--- src/rtl/regwin_pkg.sv ---
package regwin_pkg;

  // Register bank geometry shared by every unit of the decoder.
  localparam int REG_IDX_W = 3;
  localparam int REG_COUNT = 1 << REG_IDX_W;

  // Strobe bundle handed from the decode control to the datapath.
  typedef struct packed {
    logic                 hit;    // address falls in the window and a strobe is active
    logic                 wrGo;   // selected write this cycle
    logic                 rdGo;   // selected read this cycle
    logic [REG_COUNT-1:0] wrSel;  // one-hot write target
    logic [REG_COUNT-1:0] rdSel;  // one-hot read target
  } winStrobe_t;

endpackage

--- src/rtl/regwin_ctrl.sv ---
module regwin_ctrl
  import regwin_pkg::*;
#(
  parameter int              ADDR_W      = 16,
  parameter int              REGION_W    = 3,
  parameter logic [REGION_W-1:0] REGION_CODE = 3'b001
) (
  input  logic [ADDR_W-1:0]    addrBus,
  input  logic                 rdEn,
  input  logic                 wrEn,
  output winStrobe_t           strobes,
  output logic [REG_IDX_W-1:0] regIdx
);

  localparam int REGION_LSB = ADDR_W - REGION_W;
  localparam int MID_MSB    = REGION_LSB - 1;

  logic [REGION_W-1:0]  regionBits;
  logic                 regionMatch;
  logic                 anyStrobe;
  logic [REG_COUNT-1:0] idxOneHot;
  logic                 unusedMidBits;

  // Upper bits pick the region, lower bits pick the register.
  assign regionBits    = addrBus[ADDR_W-1:REGION_LSB];
  assign regIdx        = addrBus[REG_IDX_W-1:0];
  // The alias bits between the two fields are discarded on purpose.
  assign unusedMidBits = ^addrBus[MID_MSB:REG_IDX_W];

  assign regionMatch = (regionBits == REGION_CODE);
  assign anyStrobe   = rdEn | wrEn;

  // One-hot index decode, one comparator per register.
  for (genvar gIdx = 0; gIdx < REG_COUNT; gIdx++) begin : g_idxDecode
    assign idxOneHot[gIdx] = (regIdx == REG_IDX_W'(gIdx));
  end

  always_comb begin
    strobes.hit   = regionMatch & anyStrobe;
    strobes.wrGo  = regionMatch & wrEn;
    strobes.rdGo  = regionMatch & rdEn;
    strobes.wrSel = strobes.wrGo ? idxOneHot : '0;
    strobes.rdSel = strobes.rdGo ? idxOneHot : '0;
  end

endmodule

--- src/rtl/regwin_datapath.sv ---
module regwin_datapath
  import regwin_pkg::*;
#(
  parameter int DATA_W = 8
) (
  input  logic                          clk,
  input  logic                          rst,
  input  winStrobe_t                    strobes,
  input  logic [REG_IDX_W-1:0]          regIdx,
  input  logic [DATA_W-1:0]             wrData,
  output logic [DATA_W-1:0]             rdData,
  output logic [REG_COUNT-1:0]          rdPulse,
  output logic [REG_COUNT*DATA_W-1:0]   regsFlat
);

  logic [DATA_W-1:0] regBank [REG_COUNT];

  // Per-register storage, each loaded only by its own write strobe.
  for (genvar gReg = 0; gReg < REG_COUNT; gReg++) begin : g_regSlot
    always_ff @(posedge clk) begin
      if (rst) begin
        regBank[gReg] <= '0;
      end else if (strobes.wrSel[gReg]) begin
        regBank[gReg] <= wrData;
      end
    end
    assign regsFlat[gReg*DATA_W +: DATA_W] = regBank[gReg];
  end

  // Read mux gated by the selected-read strobe.
  always_comb begin
    rdData = '0;
    if (strobes.rdGo) begin
      rdData = regBank[regIdx];
    end
  end

  // One-cycle notification after a selected read.
  always_ff @(posedge clk) begin
    if (rst) begin
      rdPulse <= '0;
    end else begin
      rdPulse <= strobes.rdSel;
    end
  end

endmodule

--- src/rtl/regwin_decoder.sv ---
module regwin_decoder
  import regwin_pkg::*;
#(
  parameter int                  ADDR_W      = 16,
  parameter int                  DATA_W      = 8,
  parameter int                  REGION_W    = 3,
  parameter logic [REGION_W-1:0] REGION_CODE = 3'b001
) (
  input  logic                        clk,
  input  logic                        rst,
  input  logic [ADDR_W-1:0]           addrBus,
  input  logic [DATA_W-1:0]           wrData,
  input  logic                        rdEn,
  input  logic                        wrEn,
  output logic                        winSel,
  output logic [REG_IDX_W-1:0]        regIdx,
  output logic [DATA_W-1:0]           rdData,
  output logic [REG_COUNT-1:0]        rdPulse,
  output logic [REG_COUNT*DATA_W-1:0] regsFlat
);

  winStrobe_t strobes;

  regwin_ctrl #(
    .ADDR_W     (ADDR_W),
    .REGION_W   (REGION_W),
    .REGION_CODE(REGION_CODE)
  ) u_ctrl (
    .addrBus(addrBus),
    .rdEn   (rdEn),
    .wrEn   (wrEn),
    .strobes(strobes),
    .regIdx (regIdx)
  );

  regwin_datapath #(
    .DATA_W(DATA_W)
  ) u_dp (
    .clk     (clk),
    .rst     (rst),
    .strobes (strobes),
    .regIdx  (regIdx),
    .wrData  (wrData),
    .rdData  (rdData),
    .rdPulse (rdPulse),
    .regsFlat(regsFlat)
  );

  assign winSel = strobes.hit;

endmodule

--- config.mk ---
export PLATFORM = sky130hd
export DESIGN_NAME = regwin_decoder
export DESIGN_NICKNAME = d
export VERILOG_FILES = /design/src/rtl/regwin_pkg.sv /design/src/rtl/regwin_ctrl.sv /design/src/rtl/regwin_datapath.sv /design/src/rtl/regwin_decoder.sv
export SDC_FILE = /design/constraint.sdc
export NUM_CORES = 1
export LEC_CHECK = 0
export BUFFER_PORTS_ARGS = -buffer_cell sky130_fd_sc_hd__buf_2
export CAP_MARGIN = 5
export CORE_ASPECT_RATIO = 2
export CORE_MARGIN = 5
export CORE_UTILIZATION = 45
export DETAILED_ROUTE_END_ITERATION = 7
export PLACE_DENSITY = 0.75
export SLEW_MARGIN = 30
export SYNTH_ARGS = -nofsm -noshare
export SYNTH_HDL_FRONTEND = slang
export SYNTH_HIERARCHICAL = 1
export SYNTH_SLANG_ARGS = --single-unit
--- constraint.sdc ---
create_clock -name clk -period 1.4 [get_ports clk]
set_input_delay 0.14 -clock clk [delete_from_list [all_inputs] [get_ports clk]]
set_output_delay 0.14 -clock clk [all_outputs]
set_load 0.05 [all_outputs]
==> impl_results.md <==
- Crit path largest cell delay: 0.54 ns
- Crit path buffers/inverters: 1
- Core ar.: 7490 um2
- Final period util: 131%
- Area grow syn2layout: 51.6%
- Number of detailed-route iterations in the first pass: 4
- Synth Area per Inst: 14.6 um2
- Max IR drop VDD: 1020 uV
- Critical Path RT: 1.26 ns
- CTS root buffer: clkbuf_16
- Share of layout cells above drive strength 1: 58.3%
- Crit path kind: register to primary output
- Clock Sinks: 72
- Wirelength per Cell: 18.3 um
- Worst path arrival time: 1.69 ns
- Critical path fanouts, max: 2
- CP max-delay cell: mux4_2
- DR vias/cell: 5.04
- DRC viols: 0
- Max Fclk: 547 MHz
- Fin. Hold Viols: 0
- Die W: 71.6 um
- Setup WS post-layout: -0.429 ns
- Number of CTS-inserted buffers: 9
- Failing checks: setup timing
- GR Util All Layers: 20.4%
- Final-report setup violation count: 11
- HP Start: wrData[6]
- Maximum number of pins on one net before global-route repair: 25
- HPWL after DPL: 7.00 mm
- Worst-path clk slew: 0.05 ns
- CTS tree: built
- Cell family with most CP delay: multiplexers
- Hold WS: 0.203 ns
- RSZ-0062 raised after global routing: true
- Synthesized area: 3410 um2
- Starting Density: 45.6%
- Clock Tree Buf Depth: 2
- LEAKAGE: 2.20 nW
- Hold Path Depth: 2
- CP endpoint kind: primary output
- PD cells: 1080 nW/um2
- Pins Over Slew Limit: 0
- ANT nets after route: 0
- Slew HR: 64.5%
- Status: finished, violations left
- Synth Instances: 234
- Die Area: 9540 um2
- Starting DRT DRC Count: 156
- Post-Syn Nets: 262
- Crit-path cells: mux4_2, mux2i_4, nor2_4, buf_8
- Antenna violations before repair: 0
- Row count: 45
- # diodes: 0
- Final worst path period need: 1.83 ns
- Grt ovf: 0
- Hold WC Path Type: primary input to register
- Final wirelength: 9.69 mm
- Critical path launch point type: register
- Placer Congestion: 0.869
- Slew of the pin with the lowest slew margin: 0.531 ns
- Number of max-cap violations: 0
- Via Count: 2,670
- WHS Endpoint: u_dp/regBank[5][6]$_SDFFCE_PN0P_
- H-tree levels: 3
- First-pass GRT wire length: 14.3 mm
- I/O Buffers: 101
- Vias in the first global route: 2,739
- Synth warn: 6
- # IOs: 112
- Total power: 5.60 mW
- NumNets Final: 460
- Core Util, Final: 69.1%
- Die Span Y: 133 um
-- cells in the final DEF, fill, tap and decap left out, types with 3 or more instances in the layout --
| cell | n |
|---|---|
| mux2i_4 | 6 |
| buf_2 | 87 |
| mux4_2 | 16 |
| or2_2 | 8 |
| dfxtp_1 | 8 |
| nor2b_1 | 15 |
| nor2_1 | 10 |
| clkbuf_1 | 4 |
| buf_12 | 3 |
| and2_1 | 64 |
| clkbuf_16 | 9 |
| edfxtp_1 | 64 |
| buf_4 | 98 |
| nor2_4 | 8 |
| buf_6 | 12 |
-- state kept, by name (all words and copies together), names as in the netlist --
signal / cells
u_dp/rdPulse: 8
u_dp/regBank: 64
-- worst max path at each step --
stage               slack [ns]  depth (start not counted)                             start   endpoint
floorplan                -0.19                          3  u_dp/regBank[6][0]$_SDFFCE_PN0P_  rdData[0]
global placement         -0.21                          6                        addrBus[1]  rdData[1]
detailed placement       -0.22                          6                        addrBus[2]  rdData[1]
CTS                      -0.45                          4  u_dp/regBank[7][6]$_SDFFCE_PN0P_  rdData[6]
global route             -0.47                          4  u_dp/regBank[6][7]$_SDFFCE_PN0P_  rdData[7]
finish                   -0.43                          4  u_dp/regBank[7][6]$_SDFFCE_PN0P_  rdData[6]
-- metrics by stage --
step                setup slack, ns  instances  instance area (um2)  setup TNS, ns
finish                       -0.429        530                 5170          -3.20
CTS                          -0.449        517                 4990          -3.30
global placement             -0.207        484                 4540          -7.72
global route                 -0.468        530                 5170          -3.69
detailed placement           -0.216        484                 4540         -13.40
floorplan                    -0.186        234                 3480          -1.49
-- per-layer routing --
metal | vias up | part of all wire (%) | track usage (%)
li1 | 1231 | - | -
met1 | 1297 | 35 | 21.3
met2 | 123 | 54 | 36.1
met3 | 19 | 7.3 | 5.14
met4 | 0 | 3.7 | 11.2
met5 | - | 0 | 0
-- what timing repair did --
action | 4_1_cts | 5_1_grt
gates cloned | 0 | 0
setup endpoints to repair | 8 | 11
resized for setup | 17 | 20
hold buffers | 0 | 0
pin swaps | 0 | 1
setup buffers | 18 | 13
-- layout make-up --
type | count | area [um2]
Timing Repair Buffer | 202 | 1400
Clock inverter | 2 | 7.51
Fill cell | 546 | 2310
Tap cell | 94 | 118
Multi-Input combinational cell | 145 | 1320
Sequential cell | 72 | 2080
Clock buffer | 13 | 240
Inverter | 2 | 7.51
-- report_power, final --
part	switching [mW]	internal (mW)	total (mW)	leakage, nW
Combinational	0.719	0.428	1.15	1.41
Clock	0.764	1.18	1.94	0.119
Sequential	0.0648	2.44	2.51	0.673
Total	1.55	4.05	5.60	2.20
Power figures use the tool's default switching activity.
